===== config.mk =====
export PLATFORM = sky130hd
export DESIGN_NAME = flow_merge_unit
export DESIGN_NICKNAME = d
export VERILOG_FILES = /design/src/rtl/fm_pkg.sv /design/src/rtl/fm_skew_fifo.sv /design/src/rtl/fm_sat_add.sv /design/src/rtl/flow_merge_unit.sv
export SDC_FILE = /design/constraint.sdc
export NUM_CORES = 1
export LEC_CHECK = 0
export ABC_AREA = 1
export BUFFER_PORTS_ARGS = -buffer_cell sky130_fd_sc_hd__buf_2
export CAP_MARGIN = 20
export CORE_ASPECT_RATIO = 0.8
export CORE_UTILIZATION = 45
export CTS_CLUSTER_SIZE = 8
export DETAILED_ROUTE_END_ITERATION = 12
export MAX_ROUTING_LAYER = met4
export PLACE_DENSITY_LB_ADDON = 0.12
export REMOVE_ABC_BUFFERS = 1
export SETUP_SLACK_MARGIN = 0.3
export SKIP_LAST_GASP = 1
export SYNTH_ARGS = -nofsm -noshare
export SYNTH_HDL_FRONTEND = slang
export SYNTH_SLANG_ARGS = --single-unit

===== constraint.sdc =====
create_clock -name clk -period 3.3 [get_ports clk]
set_input_delay 0.33 -clock clk [delete_from_list [all_inputs] [get_ports clk]]
set_output_delay 0.33 -clock clk [all_outputs]
set_load 0.02 [all_outputs]

===== src/rtl/fm_pkg.sv =====
package fm_pkg;
    typedef enum logic [1:0] {
        ST_IDLE      = 2'd0,
        ST_PREV_LEAD = 2'd1,
        ST_CURR_LEAD = 2'd2,
        ST_PAIRED    = 2'd3
    } merge_state_e;
endpackage


===== src/rtl/fm_skew_fifo.sv =====
module fm_skew_fifo #(
    parameter int W     = 8,
    parameter int DEPTH = 5
) (
    input  logic                         clk,
    input  logic                         rst_n,
    input  logic                         push,
    input  logic [W-1:0]                 din,
    input  logic                         pop,
    output logic [W-1:0]                 dout,
    output logic [$clog2(DEPTH+1)-1:0]   cnt_q,
    output logic [$clog2(DEPTH+1)-1:0]   cnt_next
);
    localparam int CNT_W = $clog2(DEPTH + 1);
    localparam int PTR_W = (DEPTH > 1) ? $clog2(DEPTH) : 1;

    logic [W-1:0]     store [DEPTH];
    logic [PTR_W-1:0] wr_ptr;
    logic [PTR_W-1:0] rd_ptr;

    function automatic logic [PTR_W-1:0] bump(input logic [PTR_W-1:0] p);
        return (p == PTR_W'(DEPTH - 1)) ? '0 : p + 1'b1;
    endfunction

    assign dout     = store[rd_ptr];
    assign cnt_next = cnt_q + CNT_W'(push) - CNT_W'(pop);

    always_ff @(posedge clk) begin
        if (push) store[wr_ptr] <= din;
    end

    always_ff @(posedge clk) begin
        if (!rst_n) begin
            wr_ptr <= '0;
            rd_ptr <= '0;
            cnt_q  <= '0;
        end else begin
            if (push) wr_ptr <= bump(wr_ptr);
            if (pop)  rd_ptr <= bump(rd_ptr);
            cnt_q <= cnt_next;
        end
    end
endmodule


===== src/rtl/fm_sat_add.sv =====
module fm_sat_add #(
    parameter int W = 12
) (
    input  logic signed [W-1:0] a,
    input  logic signed [W-1:0] b,
    output logic signed [W-1:0] y
);
    localparam logic signed [W-1:0] MAX_V = {1'b0, {(W-1){1'b1}}};
    localparam logic signed [W-1:0] MIN_V = {1'b1, {(W-1){1'b0}}};

    logic signed [W:0] wide;

    always_comb begin
        wide = {a[W-1], a} + {b[W-1], b};
        if (wide[W] != wide[W-1]) y = wide[W] ? MIN_V : MAX_V;
        else                      y = wide[W-1:0];
    end
endmodule


===== src/rtl/flow_merge_unit.sv =====
module flow_merge_unit
    import fm_pkg::*;
#(
    parameter int FLOW_W = 12,
    parameter int SKEW   = 4
) (
    input  logic              clk,
    input  logic              rst_n,
    input  logic              prev_valid,
    input  logic [FLOW_W-1:0] prev_vx,
    input  logic [FLOW_W-1:0] prev_vy,
    input  logic              prev_nv,
    input  logic              cur_valid,
    input  logic [FLOW_W-1:0] cur_vx,
    input  logic [FLOW_W-1:0] cur_vy,
    input  logic              cur_nv,
    input  logic              cur_finest,
    output logic              out_valid,
    output logic [FLOW_W-1:0] out_vx,
    output logic [FLOW_W-1:0] out_vy,
    output logic              out_nv
);
    localparam int DEPTH = SKEW + 1;
    localparam int CNT_W = $clog2(DEPTH + 1);
    localparam int PW    = 2 * FLOW_W + 1;
    localparam int CW    = 2 * FLOW_W + 2;
    localparam int NCOMP = 2;

    merge_state_e state_q, state_d;

    logic [PW-1:0]    prev_head;
    logic [CW-1:0]    cur_head;
    logic [CNT_W-1:0] prev_cnt, prev_cnt_n, cur_cnt, cur_cnt_n;
    logic             pop;

    logic signed [FLOW_W-1:0] a_c [NCOMP];
    logic signed [FLOW_W-1:0] b_c [NCOMP];
    logic signed [FLOW_W-1:0] s_c [NCOMP];

    logic prev_head_nv, cur_head_nv, cur_head_fine, nv_merge;

    assign pop = (state_q == ST_PAIRED);

    fm_skew_fifo #(.W(PW), .DEPTH(DEPTH)) prev_q_i (
        .clk(clk), .rst_n(rst_n),
        .push(prev_valid), .din({prev_nv, prev_vy, prev_vx}),
        .pop(pop), .dout(prev_head),
        .cnt_q(prev_cnt), .cnt_next(prev_cnt_n)
    );

    fm_skew_fifo #(.W(CW), .DEPTH(DEPTH)) cur_q_i (
        .clk(clk), .rst_n(rst_n),
        .push(cur_valid), .din({cur_finest, cur_nv, cur_vy, cur_vx}),
        .pop(pop), .dout(cur_head),
        .cnt_q(cur_cnt), .cnt_next(cur_cnt_n)
    );

    assign prev_head_nv  = prev_head[2*FLOW_W];
    assign cur_head_nv   = cur_head[2*FLOW_W];
    assign cur_head_fine = cur_head[2*FLOW_W+1];

    // Finest scale needs both sources to reject; coarser scales reject on either.
    assign nv_merge = cur_head_fine ? (prev_head_nv & cur_head_nv)
                                    : (prev_head_nv | cur_head_nv);

    for (genvar c = 0; c < NCOMP; c++) begin : g_comp
        assign a_c[c] = prev_head[c*FLOW_W +: FLOW_W];
        assign b_c[c] = cur_head[c*FLOW_W +: FLOW_W];
        fm_sat_add #(.W(FLOW_W)) add_i (.a(a_c[c]), .b(b_c[c]), .y(s_c[c]));
    end

    // State register
    always_ff @(posedge clk) begin
        if (!rst_n) state_q <= ST_IDLE;
        else        state_q <= state_d;
    end

    // Next state from the occupancy both queues will have after this edge
    always_comb begin
        unique case ({prev_cnt_n != '0, cur_cnt_n != '0})
            2'b00: state_d = ST_IDLE;
            2'b10: state_d = ST_PREV_LEAD;
            2'b01: state_d = ST_CURR_LEAD;
            2'b11: state_d = ST_PAIRED;
        endcase
    end

    // Outputs
    always_ff @(posedge clk) begin
        if (!rst_n) begin
            out_valid <= 1'b0;
            out_vx    <= '0;
            out_vy    <= '0;
            out_nv    <= 1'b0;
        end else begin
            unique case (state_q)
                ST_PAIRED: begin
                    out_valid <= 1'b1;
                    out_nv    <= nv_merge;
                    out_vx    <= nv_merge ? '0 : s_c[0];
                    out_vy    <= nv_merge ? '0 : s_c[1];
                end
                ST_IDLE, ST_PREV_LEAD, ST_CURR_LEAD: begin
                    out_valid <= 1'b0;
                end
            endcase
        end
    end
endmodule


==> out/metrics.json <==
{
  "grt": {
    "remaining_global_route_overflow": 0,
    "largest_net_degree_at_the_start_of_global_routing": 51,
    "grt_pass1_vias": 8460,
    "number_of_antenna_violations_at_the_first_check_in_global_routing": 2,
    "globalRouteTotalUtil_pct": 21.25,
    "wire_length_of_the_first_global_routing_pass_um": 47630
  },
  "yosys": {
    "asyncSetResetFlopFracSynth_pct": 0,
    "synth_cell_type_count": 32,
    "synth.yosys.seq_area_share_pct": 65.68,
    "synth-edff-count": 255,
    "syn-instance-count": 1239,
    "synthesis.area_per_instance_um2": 10.69,
    "yosysTopAreaCell": "sky130_fd_sc_hd__edfxtp_1",
    "ys_top_cells_by_area": "sky130_fd_sc_hd__edfxtp_1, sky130_fd_sc_hd__nor2_1, sky130_fd_sc_hd__dfxtp_1, sky130_fd_sc_hd__nand2_1, sky130_fd_sc_hd__o21ai_0",
    "syn_area_um2": 13240,
    "netlist.area_leader.share_pct": 57.82,
    "synth_flop_cell": "sky130_fd_sc_hd__edfxtp_1",
    "postSynthRegisterBits": 307,
    "yosysWarnings": 0
  },
  "power": {
    "cellLeakagePower_nw": 6.098,
    "share_comb_of_total_power_pct": 42.8,
    "swShare_pct": 38.49,
    "power.internal_mw": 9.508,
    "seqPwrFrac_pct": 30.2,
    "power-per-cell-area_nw_per_um2": 969.4,
    "power.clock.fraction_pct": 27.0,
    "worst_ir_drop_vdd_mv": 0.5142,
    "switchingPower_mw": 5.950
  },
  "drt": {
    "wirelength_um": 30890,
    "via_cell_ratio": 5.179,
    "wire_per_inst_um": 17.45,
    "drc": 0,
    "detail_route.iter0.violations": 602,
    "detailed_router_iteration_count_before_antenna_repair": 7,
    "routed-via-count": 9167,
    "postRouteAntennaNets": 0
  },
  "sta": {
    "rsz0062_at_grt": "yes",
    "timing.final.setup_violations": 0,
    "min_period_ns": 2.817,
    "slew-limit-headroom_pct": 60.38,
    "worst_pin_slew_ns": 0.5929,
    "fin_setup_tns_ns": 0,
    "final_max_slew_viol_count": 0,
    "clock_skew_ns": 0.01521,
    "timing.fmax_mhz": 355.0,
    "fin_crit_sh_pct": 85.36,
    "hold_viol_final": 0
  },
  "critical_path": {
    "crit_type": "flop to flop",
    "end_kind": "flop",
    "critical_path.startpoint_type": "flop",
    "worst_ep_required_time_ns": 3.77,
    "arrival_ns": 3.29,
    "maximum_fanout_encountered_on_the_critical_timing_path": 28,
    "timing.reg2reg.worst_path_depth": 15
  },
  "layout": {
    "synthToLayoutAreaGrowth_pct": 20.41,
    "postLayoutCoreUtil_pct": 55.70,
    "ff_latch_area_um2": 8703,
    "fin_area_um2": 15950,
    "final_cell_count_no_fill": 1770,
    "fillCellCount": 2502,
    "layout-drive-gt1-share_pct": 17.45,
    "area_of_the_multi_input_gates_um2": 4280,
    "fin_nets": 1458
  },
  "floorplanning": {
    "die_width_um": 193.8,
    "num_rows": 55,
    "coreArea_um2": 28630,
    "dieArea_um2": 30120,
    "initial_core_utilization_pct": 46.26,
    "vertical_die_dimension_um": 155.4,
    "floorplan.io_pins": 81
  },
  "placement": {
    "dp_cells": 1666,
    "place.detailed.hpwl_um": 19350,
    "place.port_buffers": 80,
    "placement.cell_area_um2": 14220,
    "finalWeightedCongestion": 0.9307
  },
  "outcome": {
    "run_status": "finished, final reports clean"
  },
  "cts": {
    "cts.reportedPaths.clkPinSlew_ns": 0.05,
    "numClockSinks": 307,
    "insertion_delay_ns": 0.55,
    "cts.root.buffer_cell": "sky130_fd_sc_hd__clkbuf_16",
    "tritoncts": "done",
    "cts_max_level": 2,
    "cts_max_path_buffers": 3,
    "cts_inserted_buffers": 44
  },
  "hold_path": {
    "worstHoldPathType": "primary input to flop",
    "min_path_cells": 1
  },
  "run": {
    "drv.max_cap_violation_count": 0
  }
}
[metrics by stage]
stage	hold WS, ns	worst slack (ns)	power, mW
finish	0.02077	0.4831	15.46
global placement	0.4506	0.2832	10.63
global route	0.01019	0.2765	16.53
CTS	0.0005575	0.3194	14.93
detailed placement	0.4553	0.2060	10.62
floorplan	0.4276	-0.3526	8.936
[cells in the final DEF, fill, tap and decap left out, types with 6 or more instances in the layout]
cell type and count:
sky130_fd_sc_hd__a21oi_1 38, sky130_fd_sc_hd__edfxtp_1 255, sky130_fd_sc_hd__dlygate4sd3_1 13, sky130_fd_sc_hd__a31oi_1 42
sky130_fd_sc_hd__nand3_2 7, sky130_fd_sc_hd__buf_4 26, sky130_fd_sc_hd__o21ai_1 9, sky130_fd_sc_hd__dfxtp_1 50
sky130_fd_sc_hd__nor2_2 13, sky130_fd_sc_hd__a21oi_2 13, sky130_fd_sc_hd__a31oi_2 8, sky130_fd_sc_hd__nor2_4 6
sky130_fd_sc_hd__inv_1 60, sky130_fd_sc_hd__clkbuf_16 46, sky130_fd_sc_hd__clkbuf_1 33, sky130_fd_sc_hd__ha_1 30
sky130_fd_sc_hd__buf_2 80, sky130_fd_sc_hd__xnor2_1 12, sky130_fd_sc_hd__nor2_1 269, sky130_fd_sc_hd__nand2_2 6
sky130_fd_sc_hd__nand4_1 11, sky130_fd_sc_hd__nand3_1 41, sky130_fd_sc_hd__o21ai_0 94, sky130_fd_sc_hd__nand2_1 177
sky130_fd_sc_hd__xor2_1 6, sky130_fd_sc_hd__buf_12 7
[sequential cells by signal, summed over array words and instances, names as in the netlist, 3 cells and up, named ones only]
signal           count
cur_q_i.store      130
prev_q_i.store     125
out_vx              12
out_vy              12
cur_q_i.cnt_q        3
cur_q_i.rd_ptr       3
cur_q_i.wr_ptr       3
prev_q_i.cnt_q       3
prev_q_i.rd_ptr      3
prev_q_i.wr_ptr      3
[cells in the mapped netlist, types with 9 or more instances]
cell,count
sky130_fd_sc_hd__o21ai_0,103
sky130_fd_sc_hd__nor2_1,282
sky130_fd_sc_hd__nand2_1,186
sky130_fd_sc_hd__a21oi_1,44
sky130_fd_sc_hd__inv_1,60
sky130_fd_sc_hd__dfxtp_1,52
sky130_fd_sc_hd__clkbuf_1,39
sky130_fd_sc_hd__ha_1,36
sky130_fd_sc_hd__xnor2_1,12
sky130_fd_sc_hd__a31oi_1,50
sky130_fd_sc_hd__edfxtp_1,255
sky130_fd_sc_hd__nand4_1,11
sky130_fd_sc_hd__buf_2,9
sky130_fd_sc_hd__nand3_1,41
[kinds of logic (layout without fill, tap and decap cells)]
| logic type | count (synthesis) | in the layout | share of synthesized area, % |
|---|---|---|---|
| AOI/OAI and AO/OA | 211 | 211 | 8.825 |
| xor gates and xnor gates | 18 | 18 | 1.190 |
| adders and majority gates | 40 | 40 | 4.006 |
| buffers and inverters | 121 | 278 | 3.713 |
| DFF | 307 | 307 | 65.68 |
| other | 0 | 2 | 0 |
| and+or+nand+nor | 542 | 544 | 16.58 |
[worst paths after layout]
| check | end | slack [ns] | start |
|---|---|---|---|
| setup / recovery | out_vy[7]$_SDFFE_PN0P_ | 0.48 | flop |
| hold reg to reg | out_vy[1]$_SDFFE_PN0P_ | 0.46 | out_vy[1]$_SDFFE_PN0P_ |
| setup reg to reg | out_vy[7]$_SDFFE_PN0P_ | 0.48 | flop |
| hold / removal | cur_q_i.store[3][6]$_DFFE_PP_ | 0.02 | cur_vx[6] |
[power by group through the flow]
stage                     Clock [mW]  Combinational, mW  Sequential [mW]
after global placement             0               5.90             4.73
after detailed placement           0               5.89             4.73
after global routing            4.43               7.40             4.70
after CTS                       4.27               6.00             4.66
final                           4.17               6.61             4.67
after floorplan                    0               4.00             4.94
[worst max-delay path, cell delays in order (launching register included)]
cell and delay (ns):
sky130_fd_sc_hd__dfxtp_2 0.40, sky130_fd_sc_hd__inv_2 0.12, sky130_fd_sc_hd__buf_12 0.18, sky130_fd_sc_hd__o21ai_0 0.24, sky130_fd_sc_hd__a31oi_1 0.19, sky130_fd_sc_hd__ha_1 0.41, sky130_fd_sc_hd__nand2_1 0.12, sky130_fd_sc_hd__nor2_1 0.17
sky130_fd_sc_hd__nand2_1 0.13, sky130_fd_sc_hd__nand3_2 0.09, sky130_fd_sc_hd__nand2_1 0.05, sky130_fd_sc_hd__nand2_1 0.15, sky130_fd_sc_hd__nor2_4 0.08, sky130_fd_sc_hd__nor2_4 0.17, sky130_fd_sc_hd__nand2_1 0.10, sky130_fd_sc_hd__a21oi_2 0.11
[metal layers]
layer / wire length, um / up-vias / share of wire [%] / global-route usage (%)
met5: 0 / - / 0 / -
met4: 507 / 0 / 1.6 / 6.057
met3: 1601 / 40 / 5.2 / 4.010
met2: 13530 / 221 / 44 / 31.08
met1: 15250 / 4350 / 49 / 30.23
li1: - / 4556 / - / -
[area by class of cell]
| class | instances | area share, % |
|---|---|---|
| antenna | 2 | 0.03139 |
| clock buffer | 78 | 7.839 |
| clock inverter | 3 | 0.2982 |
| inverter | 66 | 1.632 |
| multi-input combinational | 813 | 26.84 |
| sequential | 307 | 54.58 |
| tap | 370 | 2.903 |
| timing repair buffer | 131 | 5.869 |
[timing repair]
action                                 CTS  global route
resized for setup                        5            60
endpoints found under the hold margin   60             0
gates cloned                             0             3
setup endpoints to repair               22            22
pin swaps                                0            20
setup buffers                            0             5
hold buffers                            13             0
Power figures use the tool's default switching activity.
